==> config.mk <==
export PLATFORM = sky130hd
export DESIGN_NAME = line_scan_ptr
export DESIGN_NICKNAME = d
export VERILOG_FILES = /design/src/rtl/lsp_pkg.sv /design/src/rtl/lsp_edge_det.sv /design/src/rtl/lsp_start_reg.sv /design/src/rtl/lsp_line_ctr.sv /design/src/rtl/line_scan_ptr.sv
export SDC_FILE = /design/constraint.sdc
export NUM_CORES = 1
export LEC_CHECK = 0
export BUFFER_PORTS_ARGS = -buffer_cell sky130_fd_sc_hd__clkbuf_2
export CAP_MARGIN = 10
export CORE_MARGIN = 2
export CORE_UTILIZATION = 24
export CTS_CLUSTER_DIAMETER = 50
export DETAILED_ROUTE_END_ITERATION = 8
export PLACE_DENSITY_LB_ADDON = 0.08
export SYNTH_ARGS = -nofsm -noshare
export SYNTH_HDL_FRONTEND = slang
export SYNTH_SLANG_ARGS = --single-unit
==> constraint.sdc <==
create_clock -name clk -period 1.4 [get_ports clk]
set_clock_uncertainty 0.1 [all_clocks]
set_input_delay 0.35 -clock clk [delete_from_list [all_inputs] [get_ports clk]]
set_output_delay 0.35 -clock clk [all_outputs]
set_load 0.02 [all_outputs]
==> src/rtl/lsp_pkg.sv <==
package lsp_pkg;
  localparam int LSP_ROW_W_DEF = 5;

  typedef enum logic {
    EDGE_RISE = 1'b0,
    EDGE_ANY  = 1'b1
  } edge_mode_e;
endpackage

==> src/rtl/lsp_edge_det.sv <==
module lsp_edge_det
  import lsp_pkg::*;
#(
  parameter edge_mode_e MODE = EDGE_RISE
) (
  input  logic clk,
  input  logic rst,
  input  logic sig_in,
  output logic hit
);
  logic prev_q;

  // History follows the input during reset so no false edge appears on release.
  always_ff @(posedge clk) begin
    prev_q <= sig_in;
  end

  generate
    if (MODE == EDGE_ANY) begin : g_any
      always_comb hit = !rst && (sig_in ^ prev_q);
    end else begin : g_rise
      always_comb hit = !rst && (sig_in && !prev_q);
    end
  endgenerate
endmodule

==> src/rtl/lsp_start_reg.sv <==
module lsp_start_reg #(
  parameter int ROW_W = 5
) (
  input  logic             clk,
  input  logic             rst,
  input  logic             wr_en,
  input  logic [ROW_W-1:0] wr_data,
  output logic [ROW_W-1:0] value_q
);
  always_ff @(posedge clk) begin
    if (rst)        value_q <= '0;
    else if (wr_en) value_q <= wr_data;
  end
endmodule

==> src/rtl/lsp_line_ctr.sv <==
module lsp_line_ctr #(
  parameter int ROW_W = 5
) (
  input  logic             clk,
  input  logic             rst,
  input  logic             reload,
  input  logic             step,
  input  logic [ROW_W-1:0] load_val,
  output logic [ROW_W-1:0] count_q
);
  localparam logic [ROW_W-1:0] ONE = ROW_W'(1);

  // Reload outranks step; the add wraps naturally at the width.
  always_ff @(posedge clk) begin
    if (rst)         count_q <= '0;
    else if (reload) count_q <= load_val;
    else if (step)   count_q <= count_q + ONE;
  end
endmodule

==> src/rtl/line_scan_ptr.sv <==
module line_scan_ptr
  import lsp_pkg::*;
#(
  parameter int ROW_W = LSP_ROW_W_DEF
) (
  input  logic             clk,
  input  logic             rst,
  input  logic             start_wr,
  input  logic [ROW_W-1:0] start_data,
  input  logic             frame_in,
  input  logic             line_clk_in,
  output logic [ROW_W-1:0] row_ptr
);
  logic             frame_hit;
  logic             line_hit;
  logic [ROW_W-1:0] start_line_q;

  lsp_edge_det #(.MODE(EDGE_ANY)) u_frame_edge (
    .clk(clk), .rst(rst), .sig_in(frame_in), .hit(frame_hit)
  );

  lsp_edge_det #(.MODE(EDGE_RISE)) u_line_edge (
    .clk(clk), .rst(rst), .sig_in(line_clk_in), .hit(line_hit)
  );

  lsp_start_reg #(.ROW_W(ROW_W)) u_start (
    .clk(clk), .rst(rst), .wr_en(start_wr), .wr_data(start_data),
    .value_q(start_line_q)
  );

  lsp_line_ctr #(.ROW_W(ROW_W)) u_ctr (
    .clk(clk), .rst(rst), .reload(frame_hit), .step(line_hit),
    .load_val(start_line_q), .count_q(row_ptr)
  );
endmodule

After elaboration in Yosys (flattened, before gate mapping)
Index checks and enable logic that the tools add are counted.
Widths: inputs -> output; s select.
{"block": "word_totals", "in_bits": 10, "register_bits": 12}
{"block": "op_classes", "reduce_logical": 6, "n_addsub": 1, "mux": 2, "bitwise_logic": 1}
{"cell": "$mux 5", "count": 2}
{"cell": "$add 5x1->5 const B", "count": 1}
{"cell": "$logic_and 1x1->1", "count": 3}
{"cell": "$logic_not 1->1", "count": 2}
{"cell": "$reduce_bool 2->1", "count": 1}
{"cell": "$xor 1x1->1", "count": 1}

Logic depth before layout (Yosys ltp)
Gate-level depths: netlist of the first run.
{"block": "logic_depth", "ltp_word": 5, "mapped_depth": 4, "ltp_nobuf": 4}

Modules after synthesis
Synthesis of the first run repeated with hierarchy kept, for this count alone.
{"block": "unflattened", "cells_unflattened": 49, "area_unflattened_um2": 501.7}
{"module": "lsp_line_ctr", "area_per_inst_um2": 256.5, "cells_each": 28, "n_inst": 1}
{"module": "lsp_start_reg", "area_per_inst_um2": 180.2, "cells_each": 16, "n_inst": 1}
{"module": "lsp_edge_det (u_frame_edge)", "area_per_inst_um2": 32.5, "cells_each": 3, "n_inst": 1}
{"module": "lsp_edge_det (u_line_edge)", "area_per_inst_um2": 32.5, "cells_each": 2, "n_inst": 1}

Worst setup path after synthesis of the first run
No wires, ideal clock.
{"block": "synth_timing", "path_kind": "flip-flop to flip-flop", "from": "register u_ctr.count_q[0]", "to": "register u_ctr.count_q[4]", "synth_period_minus_slack_ps": 1445, "stages_incl_launch_ff": 5, "t_required_ps": 1209, "n_path_buf": 0, "setup_ps": 91, "arrival_time_ps": 1254, "setup_slack_ps": -45, "path_cell_list": "dfxtp_1 > ha_1 > nand2_1 > or3_1 > a311oi_1"}
{"block": "synth_between", "elab_chain_len": 3}
{"item": "from (decl)", "line": "lsp_line_ctr.sv:9", "rtl": "output logic [ROW_W-1:0] count_q"}
{"item": "from (signal assigned)", "line": "lsp_line_ctr.sv:16", "rtl": "else if (reload) count_q <= load_val;"}
{"item": "from (signal assigned)", "line": "lsp_line_ctr.sv:17", "rtl": "else if (step) count_q <= count_q + ONE;"}
{"item": "$add 5x1->5", "line": "lsp_line_ctr.sv:17"}
{"item": "$mux 5", "line": "lsp_line_ctr.sv:17"}
{"item": "$mux 5", "line": "lsp_line_ctr.sv:16"}
Every way passes these cells. The select of a mux whose other input is x is not followed.
A chain may end at the register's enable or synchronous reset.

Final worst setup path of the first run
{"block": "layout_timing", "from": "register u_ctr.count_q[2]", "to": "output row_ptr[2]"}
{"item": "to (decl)", "line": "line_scan_ptr.sv:12", "rtl": "output logic [ROW_W-1:0] row_ptr"}
No word-level cell between the ends.

==> results of run 1 <==
[metal layers]
| layer | track usage (%) | share of wire (%) | routed length [um] |
|---|---|---|---|
| met1 | 9.68 | 43 | 398 |
| met2 | 13.6 | 48 | 443 |
| met3 | 5.45 | 8.6 | 80 |
| met4 | 2.78 | 0.75 | 7 |
| met5 | 0 | 0 | 0 |
[power by group through the flow]
stage               combinational [mW]  clock, mW  sequential, mW
detailed placement               0.124          0           0.397
global route                     0.138      0.311           0.393
global placement                 0.126          0           0.396
CTS                              0.125      0.287           0.389
floorplan                       0.0624          0           0.410
finish                           0.125      0.278           0.388
[cell families after synthesis]
logic type               share of synthesized area, %
multiplexers                                     12.0
AND/OR/NAND/NOR                                  18.5
AO/OA/AOI/OAI                                    10.0
XOR/XNOR                                         6.75
buffers and inverters                            2.25
adder cells (fa/ha/maj)                          2.50
flip-flops                                       48.0
[how the worst min path moves through the flow]
stage	start	endpoint	cells past startpoint	slack, ns
6_report	frame_in	u_frame_edge.prev_q$_DFF_P_	1	0.12
5_1_grt	frame_in	u_frame_edge.prev_q$_DFF_P_	1	0.11
3_3_place_gp	u_start.value_q[2]$_SDFFE_PP0P_	u_start.value_q[2]$_SDFFE_PP0P_	2	0.38
2_1_floorplan	frame_in	u_frame_edge.prev_q$_DFF_P_	0	0.28
3_5_place_dp	u_start.value_q[2]$_SDFFE_PP0P_	u_start.value_q[2]$_SDFFE_PP0P_	2	0.39
4_1_cts	frame_in	u_frame_edge.prev_q$_DFF_P_	1	0.12
[cell type report]
class	instances	share of cell area, %
timing repair buffer	16	13.5
tap	27	5.19
multi-input combinational	34	38.3
clock buffer	4	5.58
sequential	12	37.5
[placed cells by master, fill, tap and decap left out]
cell type  netlist  routed
nand3b_1         1       1
nand2_1          2       2
xnor2_2          1       1
buf_4            1       3
dfxtp_2          0       3
a211oi_1         3       3
xor2_1           1       1
dfxtp_1         12       9
mux2i_1          6       6
or3_1            2       2
clkbuf_8         0       1
nand3b_4         1       1
clkbuf_4         0       3
a311oi_1         2       2
o21ai_0          2       2
and2b_1          1       1
ha_1             1       1
xnor2_1          1       1
clkbuf_2         0      13
nor2_1          10      10
[sequential cells by signal, indices dropped and copies added (netlist names)]
signal,flops
u_ctr.count_q,5
u_line_edge.prev_q,1
u_frame_edge.prev_q,1
u_start.value_q,5
[metrics by stage]
| step | std cells | total power [mW] | hold slack (ns) | util (%) |
|---|---|---|---|---|
| final | 93 | 0.791 | 0.120 | 33.2 |
| after global routing | 93 | 0.842 | 0.107 | 33.2 |
| after CTS | 93 | 0.801 | 0.116 | 33.0 |
| after detailed placement | 89 | 0.521 | 0.390 | 31.1 |
| after global placement | 89 | 0.522 | 0.384 | 31.1 |
| after floorplan | 48 | 0.473 | 0.278 | - |
==> flow_metrics.tcl, run 1 <==
set metrics [dict create \
    status "finished, final reports clean" \
    drt_pass1_iterations 4 \
    drtIter0Drc 4 \
    p_leak_nw 0.300 \
    ys_top_cells_by_area "dfxtp_1 48%, mux2i_1 12%, nor2_1 7.5%" \
    nets 78 \
    critPathMaxFanout 2 \
    first_global_vias 383 \
    yosys_warnings 0 \
    synth-seq-area-share_pct 48.0 \
    p_sw_mw 0.205 \
    cts_root_buf "clkbuf_4" \
    r2r-end "u_ctr.count_q[4]$_SDFFE_PP0P_" \
    totalWireLength_um 930 \
    r2r_slack_ns 0.07 \
    setup_slack_ns 0.0517 \
    diodes 0 \
    p_int_mw 0.586 \
    rsz0062_at_grt "false" \
    cp-endpoint "row_ptr[2]" \
    power_density_nw_per_um2 1220 \
    tightestPinTransition_ns 0.212 \
    antenna_found_initial 0 \
    clk_pin_slew_ns 0.08 \
    grt_start_max_net_pins 11 \
    hold_path_class "in2reg" \
    fin_crit_sh_pct 96.3 \
    crit_arrival_ns 0.90 \
    synth_ff_type "dfxtp_1" \
    slew_headroom_pct 85.9 \
    hold_buffers 0 \
    synth.distinct_cells 17 \
    numCtsBuffers 3 \
    cts.path.max_buffers 2 \
    power.share.clock_pct 35.2 \
    synth_nets 59 \
    regArea_sq_um 244 \
    ir_worst_vdd_mv 0.545 \
    yosys.area.top_type "dfxtp_1" \
    dieArea_sq_um 2470 \
    cp_top_family "flip-flops" \
    drv_cap 0 \
    fp.dieW_um 49.7 \
    track_usage_pct 8.70 \
    vias_per_cell 4.23 \
    critical_path.startpoint "u_ctr.count_q[2]$_SDFFE_PP0P_" \
    fin_crit_ns 1.35 \
    worst_r2r_path_depth 4 \
    drive_above_1_share_pct 37.9 \
    die_y_um 49.7 \
    syn_inst 48 \
    areaGrowthSynthToFinish_pct 30.0 \
    cts_tree "yes" \
    cp.required_ns 0.95 \
    ios 15 \
    placed_cell_area_sq_um 611 \
    synth.top_cells.by_count "12 x dfxtp_1, 10 x nor2_1, 6 x mux2i_1, 3 x a211oi_1" \
    startpoint_type "flop" \
    yosys_register_bits 12 \
    fillers 224 \
    pwr-share-seq_pct 49.1 \
    setup_viol 0 \
    crit_top_cell "buf_4" \
    routedWlPerCell_um 10.0 \
    port_buffers 14 \
    core_sq_um 1960 \
    finalHoldViolCount 0 \
    postCtsSetupBuffers 0 \
    row_count 16 \
    clk_latency_ns 0.27 \
    mappedNetlistArea_sq_um 500 \
    final.setup.tns_ns 0 \
    path_class "reg2out" \
    crit_chain "buf_4, buf_4" \
    cpPeakStageDelay_ns 0.34 \
    final_antenna_net_count 0 \
    post_cts_resized 1 \
    vias 393 \
    power_frac_comb_pct 15.7 \
    cp.depth 2 \
    synth-edff-count 0 \
    swShare_pct 25.9 \
    crit_buf_inv 2 \
    rr_startpoint "u_ctr.count_q[0]$_SDFFE_PP0P_" \
    drv_slew 0 \
    initial_core_util_pct 25.5 \
    synth_top_area_share_pct 48.0 \
    drc 0 \
    place.gp.congestion 0.709 \
    cts-htree-levels 1 \
    fmax_mhz 742 \
    ys_async_sr_fraction_pct 0 \
    grt_pass1_wl_um 1610 \
    grt_remaining_overflow 0 \
    fin_area_sq_um 651 \
    dp_slack_ns 0.0491 \
    synth.avg_cell_area_sq_um 10.4 \
    multi_input_area_sq_um 249 \
    end_kind "output port" \
    cts_sinks 12 \
    cp_slowest_cell "dfxtp_2" \
    synth_most_common_cell "dfxtp_1" \
]
No activity file was read; power rests on OpenSTA's default activity.
==> run 2, diff against run 1 <==
- BUFFER_PORTS_ARGS: -buffer_cell sky130_fd_sc_hd__clkbuf_2 -> default
- DONT_BUFFER_PORTS: default -> 1
==> flow_metrics.tcl, run 2 (synthesis gave the netlist of run 1 again) <==
set metrics [dict create \
    worstHoldStart "rst" \
    ir_worst_vdd_mv 0.565 \
    grt_remaining_overflow 0 \
    hold_path_class "in2reg" \
    rr_startpoint "u_ctr.count_q[0]$_SDFFE_PP0P_" \
    startpoint_type "flop" \
    path_class "reg2reg" \
    numCtsBuffers 3 \
    clk_latency_ns 0.27 \
    fin_area_sq_um 633 \
    final.setup.tns_ns 0 \
    drt_pass1_iterations 4 \
    drv_slew 0 \
    critPathMaxFanout 3 \
    track_usage_pct 9.16 \
    cts-htree-levels 1 \
    tightestPinTransition_ns 0.226 \
    fmax_mhz 746 \
    cts_sinks 12 \
    first_global_vias 379 \
    grt_start_max_net_pins 11 \
    vias_per_cell 4.40 \
    drive_above_1_share_pct 25.9 \
    clk_pin_slew_ns 0.07 \
    setup_viol 0 \
    ios 15 \
    setup_slack_ns 0.0600 \
    final_cell_mix "10 x nor2_1, 10 x dfxtp_1, 6 x mux2i_1, 6 x buf_4" \
    cp_slowest_cell "dfxtp_2" \
    fp.dieW_um 49.7 \
    drc 0 \
    die_y_um 49.7 \
    placed_cell_area_sq_um 571 \
    totalWireLength_um 1020 \
    row_count 16 \
    initial_core_util_pct 25.5 \
    areaGrowthSynthToFinish_pct 26.5 \
    drtIter0Drc 7 \
    cts_root_buf "clkbuf_4" \
    crit_chain "buf_4, nand2_1, or3_1, a311oi_1" \
    cts.path.max_buffers 2 \
    cts_tree "yes" \
    core_sq_um 1960 \
    diodes 0 \
    cp.required_ns 1.47 \
    drv_cap 0 \
    dpl.hpwl_um 812 \
    rsz0062_at_grt "false" \
    grt_pass1_wl_um 1640 \
    numPlacedInstances 79 \
    top_regs "u_ctr.count_q (5), u_start.value_q (5)" \
    place.gp.congestion 0.744 \
    power_mw 0.776 \
    fin_crit_sh_pct 95.7 \
    power_density_nw_per_um2 1230 \
    cpPeakStageDelay_ns 0.34 \
    port_buffers 0 \
    dieArea_sq_um 2470 \
    antenna_found_initial 0 \
    end_kind "flop" \
    p_leak_nw 0.269 \
    vias 374 \
    dp_slack_ns 0.0731 \
    finalHoldViolCount 0 \
    nets 70 \
    slew_headroom_pct 84.9 \
    routedWlPerCell_um 11.9 \
    fin_crit_ns 1.34 \
    status "finished, final reports clean" \
    finalNonFillerCells 85 \
    final_antenna_net_count 0 \
    critical_path.startpoint "u_ctr.count_q[0]$_SDFFE_PP0P_" \
    crit_arrival_ns 1.41 \
]
-- run 2: cell types whose count changed in the layout (fill, tap and decap cells not counted), sizes merged --
cell and delta:
clkbuf -13, dlygate4sd3 +2, buf +3
-- run 2: per-stage QoR --
stage / utilization [%] / hold WS (ns)
after detailed placement: 29.1 / 0.278
after global placement: 29.1 / 0.278
after floorplan: - / 0.278
after global routing: 32.3 / 0.0192
final: 32.3 / 0.0401
after CTS: 32.0 / 0.0242
-- run 2: cell type report --
type | instances | area, sq um
Clock buffer | 4 | 36.3
Fill cell | 229 | 1330
Multi-Input combinational cell | 34 | 255
Sequential cell | 12 | 243
Tap cell | 27 | 33.8
Timing Repair Buffer | 8 | 65.1
-- run 2: path summary, 6_finish.rpt --
kind / endpoint / slack [ns] / depth (start not counted)
worst max-delay path: u_ctr.count_q[3]$_SDFFE_PP0P_ / 0.06 / 4
worst min-delay path: u_ctr.count_q[0]$_SDFFE_PP0P_ / 0.04 / 1
worst max register to register: u_ctr.count_q[3]$_SDFFE_PP0P_ / 0.06 / 4
worst min register to register: u_start.value_q[0]$_SDFFE_PP0P_ / 0.40 / 2
-- run 2: timing repair --
item,CTS,global route
endpoints found under the setup margin,0,1
gates resized for setup,0,1
endpoints found under the hold margin,2,0
hold buffers,2,0
setup buffers,0,0
-- run 2: report_power, final --
part	leakage [nW]	internal, mW	switching, mW
combinational	0.148	0.0596	0.0599
sequential	0.100	0.368	0.0174
clock	0.0210	0.158	0.113
-- run 2: worst max-delay path: cells and delay by family (launching register included) --
kind | cells | cell delay [ns]
AOI/OAI and AO/OA | 1 | 0.27
buffers and inverters | 1 | 0.15
and+or+nand+nor | 2 | 0.38
DFF | 1 | 0.34
-- run 2: layer usage --
| layer | up-vias | routed length (um) | GRT usage, % |
|---|---|---|---|
| met5 | - | 0 | 0 |
| met2 | 11 | 506 | 15.3 |
| met4 | 0 | 7 | 3.24 |
| met3 | 2 | 98 | 5.76 |
| li1 | 189 | - | - |
| met1 | 172 | 402 | 9.18 |
==> run 3, diff against run 2 <==
- CORE_MARGIN: 2 -> 1.5
- SLEW_MARGIN: default -> 0
==> flow_metrics.tcl, run 3 (synthesis gave the netlist of run 1 again) <==
set metrics [dict create \
    top_regs "u_ctr.count_q (5), u_start.value_q (5)" \
    power_mw 0.703 \
    cts_tree "yes" \
    tightestPinTransition_ns 0.359 \
    crit_arrival_ns 1.40 \
    drv_slew 0 \
    vias_per_cell 4.42 \
    p_leak_nw 0.261 \
    dpl.hpwl_um 756 \
    numCtsBuffers 3 \
    startpoint_type "flop" \
    antenna_found_initial 0 \
    clk_latency_ns 0.26 \
    drtIter0Drc 11 \
    initial_core_util_pct 25.5 \
    track_usage_pct 9.06 \
    fin_crit_ns 1.32 \
    ios 15 \
    nets 70 \
    cts_sinks 12 \
    drc 0 \
    cp.required_ns 1.48 \
    diodes 0 \
    r2r_slack_ns 0.08 \
    fin_crit_sh_pct 94.2 \
    cp_slowest_cell "dfxtp_2" \
    cpPeakStageDelay_ns 0.35 \
    areaGrowthSynthToFinish_pct 22.5 \
    vias 371 \
    final_util_pct 31.3 \
    place.gp.congestion 0.705 \
    grt_remaining_overflow 0 \
    finalNonFillerCells 84 \
    status "finished, final reports clean" \
    drt_pass1_iterations 4 \
    clk_pin_slew_ns 0.07 \
    routedWlPerCell_um 11.5 \
    port_buffers 0 \
    core_sq_um 1960 \
    setup_viol 0 \
    hold_path_class "in2reg" \
    finalHoldViolCount 0 \
    totalWireLength_um 963 \
    end_kind "flop" \
    critPathMaxFanout 3 \
    critical_path.startpoint "u_ctr.count_q[1]$_SDFFE_PP0P_" \
    drv_cap 0 \
    worst_r2r_path_depth 4 \
    r2r-end "u_ctr.count_q[4]$_SDFFE_PP0P_" \
    die_y_um 48.7 \
    cts-htree-levels 1 \
    power_density_nw_per_um2 1150 \
    row_count 16 \
    crit_chain "ha_1, nand2_1, or3_1, a311oi_1" \
    whs_ns 0.0412 \
    fmax_mhz 758 \
    slew_headroom_pct 76.0 \
    numPlacedInstances 79 \
    rr_startpoint "u_ctr.count_q[1]$_SDFFE_PP0P_" \
    drive_above_1_share_pct 22.8 \
    path_class "reg2reg" \
    postCtsSetupBuffers 0 \
    final_cell_mix "10 x nor2_1, 10 x dfxtp_1, 6 x mux2i_1, 6 x buf_4" \
    hold_depth 1 \
    final.setup.tns_ns 0 \
    final_antenna_net_count 0 \
    grt_pass1_wl_um 1610 \
    fp.dieW_um 48.7 \
    ir_worst_vdd_mv 0.352 \
    rsz0062_at_grt "false" \
    cts.path.max_buffers 2 \
    grt_start_max_net_pins 11 \
    dieArea_sq_um 2370 \
    cp-endpoint "u_ctr.count_q[4]$_SDFFE_PP0P_" \
    cts_root_buf "clkbuf_4" \
    first_global_vias 380 \
]
run 3: how the worst min path moves through the flow:
stage | from | end | slack, ns
after floorplan | frame_in | u_frame_edge.prev_q$_DFF_P_ | 0.28
after global placement | frame_in | u_frame_edge.prev_q$_DFF_P_ | 0.28
after detailed placement | frame_in | u_frame_edge.prev_q$_DFF_P_ | 0.28
after CTS | rst | u_ctr.count_q[0]$_SDFFE_PP0P_ | 0.03
after global routing | rst | u_ctr.count_q[0]$_SDFFE_PP0P_ | 0.02
final | rst | u_ctr.count_q[0]$_SDFFE_PP0P_ | 0.04
run 3: repair_timing:
action                                 in CTS  in global routing
endpoints found under the hold margin       2                  0
gates resized for setup                     0                  0
setup endpoints to repair                   0                  0
hold buffers                                2                  0
run 3: final cells by class:
class / instances / area (sq um)
Sequential cell: 12 / 243
Multi-Input combinational cell: 34 / 249
Clock buffer: 3 / 22.5
Fill cell: 228 / 1350
Tap cell: 27 / 33.8
Timing Repair Buffer: 8 / 65.1
run 3: worst max-delay path, delay by kind of cell, from the launching register on:
family                     cells  cell delay (ns)
and+or+nand+nor                2             0.38
adders and majority gates      1             0.17
DFF                            1             0.35
AOI/OAI and AO/OA              1             0.24
run 3: where the power goes:
part,switching [mW],internal (mW)
combinational,0.0566,0.0579
sequential,0.0178,0.368
clock,0.104,0.0992
run 3: through the flow:
step / setup slack (ns) / area (sq um)
final: 0.0812 / 613
after floorplan: 0.0547 / 503
after detailed placement: 0.103 / 571
after CTS: 0.0822 / 613
after global routing: 0.000312 / 613
after global placement: 0.150 / 571
run 3: layer usage:
metal | GRT usage, % | vias to the layer above | routed length (um)
met1 | 10.2 | 169 | 438
met2 | 13.5 | 9 | 451
met5 | 0 | - | 0
li1 | - | 191 | -
met4 | 5.71 | 0 | 7
met3 | 4.63 | 2 | 66
